==> src/rtl/irrx_pkg.sv <==
package irrx_pkg;
  typedef enum logic [1:0] {ST_IDLE, ST_MARK, ST_SPACE} irrx_state_e;

  localparam logic [7:0] A_EN    = 8'h00;
  localparam logic [7:0] A_CFG   = 8'h04;
  localparam logic [7:0] A_BUSY  = 8'h1C;
  localparam logic [7:0] A_COUNT = 8'h20;
  localparam logic [7:0] A_DATA  = 8'h24;
  localparam logic [7:0] A_MASK  = 8'h28;
  localparam logic [7:0] A_STAT  = 8'h2C;
  localparam logic [7:0] A_CLR   = 8'h30;
  localparam logic [7:0] A_START = 8'h34;

  localparam logic [31:0] CFG_RESET = {16'h3E80, 2'b00, 6'd0, 1'b1, 7'd0};

  function automatic logic [31:0] pack_symbol(input logic [15:0] mark, input logic [15:0] space);
    return {space, mark};
  endfunction

  function automatic logic reaches_max(input logic [15:0] mark, input logic [15:0] space,
                                       input logic [15:0] maxw);
    return ({1'b0, mark} + {1'b0, space}) >= {1'b0, maxw};
  endfunction
endpackage

==> src/rtl/irrx_tickgen.sv <==
module irrx_tickgen #(
  parameter int US_PER_TICK = 10,
  localparam int TW = $clog2(US_PER_TICK)
) (
  input  logic       clk,
  input  logic       rst_n,
  input  logic       run,
  input  logic       restart,
  input  logic [6:0] freq_m1,
  output logic       tick
);
  logic [6:0]    us_cnt;
  logic [TW-1:0] ten_cnt;
  logic          us_str;

  assign us_str = (us_cnt == freq_m1);
  assign tick   = run && !restart && us_str && (ten_cnt == TW'(US_PER_TICK - 1));

  always_ff @(posedge clk or negedge rst_n) begin
    if (!rst_n) begin
      us_cnt  <= '0;
      ten_cnt <= '0;
    end else if (!run || restart) begin
      us_cnt  <= '0;
      ten_cnt <= '0;
    end else if (us_str) begin
      us_cnt  <= '0;
      ten_cnt <= (ten_cnt == TW'(US_PER_TICK - 1)) ? '0 : ten_cnt + 1'b1;
    end else begin
      us_cnt <= us_cnt + 1'b1;
    end
  end

  // ticks never come back to back
  a_r4_tick_spacing: assert property (@(posedge clk) disable iff (!rst_n)
    tick |=> !tick);
endmodule

==> src/rtl/irrx_meter.sv <==
module irrx_meter
  import irrx_pkg::*;
(
  input  logic        clk,
  input  logic        rst_n,
  input  logic        armed,
  input  logic        lvl,
  input  logic        tick,
  input  logic [15:0] maxw,
  output logic        restart,
  output logic        push,
  output logic        push_tmo,
  output logic [31:0] word
);
  irrx_state_e state_q;
  logic        lvl_q, fall, rise;
  logic [15:0] mark_q, space_q;

  assign fall    = lvl_q && !lvl;
  assign rise    = !lvl_q && lvl;
  assign restart = armed && (((state_q != ST_MARK) && fall) || ((state_q == ST_MARK) && rise));

  always_ff @(posedge clk or negedge rst_n) begin
    if (!rst_n) begin
      state_q  <= ST_IDLE;
      lvl_q    <= 1'b1;
      mark_q   <= '0;
      space_q  <= '0;
      push     <= 1'b0;
      push_tmo <= 1'b0;
      word     <= '0;
    end else begin
      lvl_q    <= lvl;
      push     <= 1'b0;
      push_tmo <= 1'b0;
      if (!armed) begin
        state_q <= ST_IDLE;
      end else begin
        unique case (state_q)
          ST_IDLE: if (fall) begin
            state_q <= ST_MARK;
            mark_q  <= '0;
            space_q <= '0;
          end
          ST_MARK: if (rise) begin
            state_q <= ST_SPACE;
          end else if (tick) begin
            if (reaches_max(mark_q + 16'd1, 16'd0, maxw)) begin
              push     <= 1'b1;
              push_tmo <= 1'b1;
              word     <= pack_symbol(mark_q + 16'd1, 16'd0);
              state_q  <= ST_IDLE;
            end else begin
              mark_q <= mark_q + 16'd1;
            end
          end
          ST_SPACE: if (fall) begin
            push    <= 1'b1;
            word    <= pack_symbol(mark_q, space_q);
            state_q <= ST_MARK;
            mark_q  <= '0;
            space_q <= '0;
          end else if (tick) begin
            if (reaches_max(mark_q, space_q + 16'd1, maxw)) begin
              push     <= 1'b1;
              push_tmo <= 1'b1;
              word     <= pack_symbol(mark_q, space_q + 16'd1);
              state_q  <= ST_IDLE;
            end else begin
              space_q <= space_q + 16'd1;
            end
          end
          default: state_q <= ST_IDLE;
        endcase
      end
    end
  end

  // an early closure always leaves the receiver idle
  a_r5_tmo_to_idle: assert property (@(posedge clk) disable iff (!rst_n)
    push_tmo |-> (state_q == ST_IDLE));
endmodule

==> src/rtl/irrx_fifo.sv <==
module irrx_fifo #(
  parameter int DEPTH = 64,
  parameter int W = 32,
  localparam int AW = $clog2(DEPTH),
  localparam int CW = $clog2(DEPTH + 1)
) (
  input  logic          clk,
  input  logic          rst_n,
  input  logic          push,
  input  logic [W-1:0]  din,
  input  logic          pop,
  output logic [W-1:0]  dout,
  output logic [CW-1:0] count,
  output logic          drop
);
  logic [W-1:0]  mem [DEPTH];
  logic [AW-1:0] wr_ptr, rd_ptr;
  logic          full, empty, accept, do_pop;

  assign full   = (count == CW'(DEPTH));
  assign empty  = (count == '0);
  assign do_pop = pop && !empty;
  assign accept = push && (!full || do_pop);
  assign drop   = push && !accept;
  assign dout   = empty ? '0 : mem[rd_ptr];

  always_ff @(posedge clk) begin
    if (accept) mem[wr_ptr] <= din;
  end

  always_ff @(posedge clk or negedge rst_n) begin
    if (!rst_n) begin
      wr_ptr <= '0;
      rd_ptr <= '0;
      count  <= '0;
    end else begin
      if (accept) wr_ptr <= wr_ptr + 1'b1;
      if (do_pop) rd_ptr <= rd_ptr + 1'b1;
      count <= count + CW'(accept) - CW'(do_pop);
    end
  end

  // a dropped push leaves the fill level alone
  a_r8_drop_keeps: assert property (@(posedge clk) disable iff (!rst_n)
    (push && full && !pop) |=> $stable(count));
  // fill level stays within depth
  a_r6_cnt_bound: assert property (@(posedge clk) disable iff (!rst_n)
    count <= CW'(DEPTH));
endmodule

==> src/rtl/ir_symbol_rx.sv <==
module ir_symbol_rx
  import irrx_pkg::*;
#(
  parameter int FIFO_DEPTH = 64,
  parameter int SETTLE_CYCLES = 16,
  parameter int US_PER_TICK = 10,
  localparam int CW = $clog2(FIFO_DEPTH + 1),
  localparam int BW = $clog2(SETTLE_CYCLES + 1)
) (
  input  logic        clk,
  input  logic        rst_n,
  input  logic        ir_in,
  input  logic        bus_sel,
  input  logic        bus_wr,
  input  logic [7:0]  bus_addr,
  input  logic [31:0] bus_wdata,
  output logic [31:0] bus_rdata,
  output logic        irq
);
  logic [1:0]    sync_q;
  logic          en_q, armed_q;
  logic [BW-1:0] busy_cnt;
  logic          busy;
  logic [31:0]   cfg_q;
  logic [2:0]    mask_q, flags_q, shown;
  logic          wr, rd, cfg_wr, pop;
  logic          restart, tick, m_push, m_tmo, drop;
  logic [31:0]   m_word, head;
  logic [CW-1:0] count;
  logic          over_level;

  assign wr     = bus_sel && bus_wr;
  assign rd     = bus_sel && !bus_wr;
  assign busy   = (busy_cnt != '0);
  assign cfg_wr = wr && (bus_addr == A_CFG);
  assign pop    = rd && (bus_addr == A_DATA);
  assign shown  = flags_q & ~mask_q;
  assign irq    = |shown;
  assign over_level = 32'(count) > 32'(cfg_q[13:8]);

  always_ff @(posedge clk or negedge rst_n) begin
    if (!rst_n) sync_q <= 2'b11;
    else        sync_q <= {sync_q[0], ir_in};
  end

  always_ff @(posedge clk or negedge rst_n) begin
    if (!rst_n) begin
      en_q     <= 1'b0;
      armed_q  <= 1'b0;
      busy_cnt <= '0;
      cfg_q    <= CFG_RESET;
      mask_q   <= 3'b111;
      flags_q  <= '0;
    end else begin
      if (busy) busy_cnt <= busy_cnt - 1'b1;
      if (wr && bus_addr == A_EN) begin
        en_q <= bus_wdata[0];
        if (bus_wdata[0] && !en_q) busy_cnt <= BW'(SETTLE_CYCLES);
        if (!bus_wdata[0]) armed_q <= 1'b0;
      end
      if (wr && bus_addr == A_START && en_q) armed_q <= 1'b1;
      if (cfg_wr && !busy) cfg_q <= bus_wdata;
      if (wr && bus_addr == A_MASK) mask_q <= bus_wdata[2:0];
      flags_q <= (flags_q & ~((wr && bus_addr == A_CLR) ? bus_wdata[18:16] : 3'b000))
               | {drop, m_push && m_tmo, over_level};
    end
  end

  always_comb begin
    bus_rdata = '0;
    unique case (bus_addr)
      A_EN:    bus_rdata = {31'd0, en_q};
      A_CFG:   bus_rdata = cfg_q;
      A_BUSY:  bus_rdata = {31'd0, busy};
      A_COUNT: bus_rdata = 32'(count);
      A_DATA:  bus_rdata = head;
      A_MASK:  bus_rdata = {29'd0, mask_q};
      A_STAT:  bus_rdata = {5'd0, shown, 13'd0, flags_q, 8'd0};
      default: bus_rdata = '0;
    endcase
  end

  irrx_tickgen #(.US_PER_TICK(US_PER_TICK)) u_tick (
    .clk(clk), .rst_n(rst_n), .run(armed_q), .restart(restart),
    .freq_m1(cfg_q[6:0]), .tick(tick));

  irrx_meter u_meter (
    .clk(clk), .rst_n(rst_n), .armed(armed_q), .lvl(sync_q[1]), .tick(tick),
    .maxw(cfg_q[31:16]), .restart(restart), .push(m_push), .push_tmo(m_tmo),
    .word(m_word));

  irrx_fifo #(.DEPTH(FIFO_DEPTH), .W(32)) u_fifo (
    .clk(clk), .rst_n(rst_n), .push(m_push), .din(m_word), .pop(pop),
    .dout(head), .count(count), .drop(drop));

  // config is frozen while settling
  a_r2_cfg_locked: assert property (@(posedge clk) disable iff (!rst_n)
    (cfg_wr && busy) |=> $stable(cfg_q));
  // nothing is measured while disarmed
  a_r3_no_push_disarmed: assert property (@(posedge clk) disable iff (!rst_n)
    !armed_q |=> !m_push);
  // overflow only rises after a dropped push
  a_r8_ovf_cause: assert property (@(posedge clk) disable iff (!rst_n)
    $rose(flags_q[2]) |-> $past(drop));
endmodule

==> config.mk <==
export PLATFORM = sky130hd
export DESIGN_NAME = ir_symbol_rx
export DESIGN_NICKNAME = d
export VERILOG_FILES = /design/src/rtl/irrx_pkg.sv /design/src/rtl/irrx_tickgen.sv /design/src/rtl/irrx_meter.sv /design/src/rtl/irrx_fifo.sv /design/src/rtl/ir_symbol_rx.sv
export SDC_FILE = /design/constraint.sdc
export NUM_CORES = 2
export LEC_CHECK = 0
export BUFFER_PORTS_ARGS = -buffer_cell sky130_fd_sc_hd__buf_2
export CORE_MARGIN = 3
export CORE_UTILIZATION = 45
export CTS_CLUSTER_SIZE = 10
export DETAILED_ROUTE_END_ITERATION = 8
export PLACE_DENSITY = 0.68
export SETUP_SLACK_MARGIN = 0.4
export SYNTH_ARGS = -nofsm -noshare
export SYNTH_HDL_FRONTEND = slang
export SYNTH_SLANG_ARGS = --single-unit
==> constraint.sdc <==
create_clock -name clk -period 9.2 [get_ports clk]
set_clock_uncertainty 0.05 [all_clocks]
set_input_delay 0.92 -clock clk [delete_from_list [all_inputs] [get_ports clk]]
set_output_delay 0.92 -clock clk [all_outputs]
set_load 0.01 [all_outputs]
==> impl_metrics.ini <==
[sta]
post-route-min-period_ns = 6.29
finalSetupViolCount = 0
max_slew_margin_pct = 12.9
hold_ws_ns = 0.0835
tns_ns = 0
tightest_slew_ns = 1.31
clock.fmax_mhz = 159
period_share_pct = 68.3
finalMaxSlewViolations = 0
rsz0062_at_grt = no
final_hold_viol_count = 0

[setup_path]
endpoint_kind = output pin
cp_top_family = multiplexers
rr_endpoint = u_meter.word[29]
crit_fanout = 26
critPathLaunchType = register
path_buf_inv = 3
cp_slowest_cell = dfrtp_4
required_ns = 8.23
timing.rr.start = u_meter.space_q[1]
path_cells = buf_4 > buf_4 > mux4_2 > mux4_2 > mux2i_1 > nor2_1 > a21oi_1 > o21ai_0 > buf_2
path_class = reg2out
reg2reg_setup_slack_ns = 3.54
slowest_delay_ns = 0.81
worstRegToRegCells = 22
arrival_ns = 5.32

[routing]
wl_um = 218000
drtIter0Drc = 5768
vias_per_cell = 6.22
drc = 0
routedWlPerCell_um = 31.7
met1_length_um = 85300
routed.top_layer = met5
antenna_left = 0
vias = 42800
wl_met2_um = 106000
first_pass_iters = 6
met3_length_um = 20600

[floorplan]
dieArea_um2 = 199000
die_h_um = 447
start_util_pct = 45.3
fp.dieW_um = 447
ios = 78
core_um2 = 193000
num_rows = 161

[synthesis]
synth.area.top_cells = edfxtp_1, mux4_2, dfrtp_1
synth_top_area_share_pct = 70.4
ys_seq_area_share_pct = 74.6
synth_most_common_cell = edfxtp_1
ys_types = 71
synth_warnings = 0
syn_area_um2 = 87400
async_flop_share_pct = 6.65
syn_inst = 4051
synth-edff-count = 2048
synthesis.nets = 4178
synth-seq-cells = 2194
synth.avg_cell_area_um2 = 21.6
synth_common_cells = edfxtp_1, mux4_2, nor2_1, clkbuf_1, dfrtp_1
yosys.area.top_type = edfxtp_1
ys.flop_type = edfxtp_1

[place]
gp_congestion = 0.861
dp.final_hpwl_um = 118000
dp.cells = 6565
port_buffers = 77

[layout]
fillers = 14800
utilization_pct = 50.9
fin_cells = 6873
layout-drive-gt1-share_pct = 29.8
nets = 4407
area_delta_synth_final_pct = 12.4

[global_route]
grt_overflow_total = 0
first_global_vias = 42500
grt_pass1_wl_um = 312000
grt_max_degree = 117
grt_usage_pct = 22.0
antenna_found_initial = 6

[pwr]
ir_worst_vdd_uv = 207
total_leakage_power_uw = 0.0357
powerDensity_nw_per_um2 = 199
power_uw = 19500

[outcome]
outcome = finished clean

[clocking]
clock_latency_ns = 0.88
ctsHoldBuffers = 0
root_buffer = clkbuf_16
cts_tree = built
cts_buffers = 239
post-cts-setup-buffers = 0
cts_sinks = 2194
path_clk_slew_ns = 0.06
clockBufferDepth = 3
htreeDepth = 4
cts_resized = 0

[run]
max_cap_viol_count = 0

[worst_hold_path]
min-delay-path-class = in2async
-- where the power goes --
part           internal, uW  leakage [uW]  total (uW)  switching [uW]
clock                  4710       0.00317        8340            3640
sequential            10800        0.0253       10800            34.9
combinational           171       0.00719         383             213
-- final cells by class --
class,instances,area [um2],area share (%)
diodes,2,5.00,0.00510
clock buffers,286,6160,6.27
clock inverters,20,402,0.409
inverters,61,229,0.233
multi-input cells,1584,21600,22.0
flip-flops and latches,2194,65200,66.4
well taps,2526,3160,3.22
repair buffers,200,1420,1.44
-- layer usage --
layer	vias up	GRT usage, %
met5	-	0
met4	2	6.50
met3	321	4.53
met2	2240	34.9
met1	23000	31.0
li1	17200	-
-- flip-flops by register name, indices dropped and copies added, names as in the netlist, 3 cells and up --
signal	flops
u_meter.mark_q	16
u_tick.us_cnt	7
flags_q	3
u_meter.space_q	16
u_fifo.count	7
busy_cnt	5
cfg_q	32
u_tick.ten_cnt	4
u_meter.word	32
u_fifo.rd_ptr	6
u_fifo.wr_ptr	6
mask_q	3
u_fifo.mem	2048
-- worst register-to-register path, stage by stage, from the launching register on --
cell and delay [ns]:
dfrtp_1 0.42, ha_1 0.33, and3_1 0.22, nand3_1 0.24
xnor2_1 0.21, ha_1 0.34, a21oi_1 0.22, o211ai_1 0.14
nand3_1 0.14, and3b_1 0.20, o21ai_0 0.15, a31o_2 0.26
a21oi_1 0.18, xnor2_1 0.09, ha_1 0.17, a2111oi_0 0.40
o21ai_0 0.31, a211oi_1 0.24, buf_4 0.18, nand2_1 0.06
nand4b_1 0.12, buf_4 0.42, mux2_2 0.44
-- cells in the final DEF, fill, tap and decap left out, drive strengths merged, types with 5 or more instances in the layout --
cell type     n
clkinv        8
buf         200
o21ai        69
a31oi         9
dfstp        13
nand3b        6
and3         17
o221ai       26
nand2        91
a22oi         7
mux2         63
nor2b         6
nor2        169
nor3         14
a21o         13
mux4        640
a21oi        50
nand2b       10
xnor2        59
xor2         39
or2           5
nand3        42
o31ai        22
inv          70
edfxtp     2048
ha           80
clkbuf      286
or3           5
a211oi        6
mux2i        75
nand4        12
dfrtp       133
-- worst max-delay path by stage --
stage | from | endpoint | slack [ns] | cells past startpoint
4_1_cts | u_fifo.rd_ptr[0] | bus_rdata[30] | 2.80 | 9
5_1_grt | u_fifo.rd_ptr[0] | bus_rdata[24] | 2.64 | 7
2_1_floorplan | u_meter.space_q[2] | u_meter.word[0] | 3.99 | 23
6_report | u_fifo.rd_ptr[0] | bus_rdata[15] | 2.91 | 9
3_3_place_gp | u_meter.space_q[2] | u_meter.word[1] | 3.63 | 22
3_5_place_dp | u_meter.space_q[1] | u_meter.word[13] | 3.57 | 22
-- kinds of logic (layout without fill, tap and decap cells) --
kind of cell	Yosys count	count (layout)	synth area share, %
other cells	0	2	0
buf+inv	273	567	1.21
mux	778	778	18.2
xor+xnor	98	98	0.983
fa+ha+maj	82	82	1.19
flops	2194	2194	74.6
compound gates	229	229	1.75
simple gates	397	397	2.09
-- stage by stage --
stage | cell area, um2 | worst slack (ns)
after floorplan | 87400 | 3.99
final | 98200 | 2.91
after global routing | 98200 | 2.64
after global placement | 91600 | 3.63
after CTS | 98200 | 2.80
after detailed placement | 91600 | 3.57
Power figures use the tool's default switching activity.
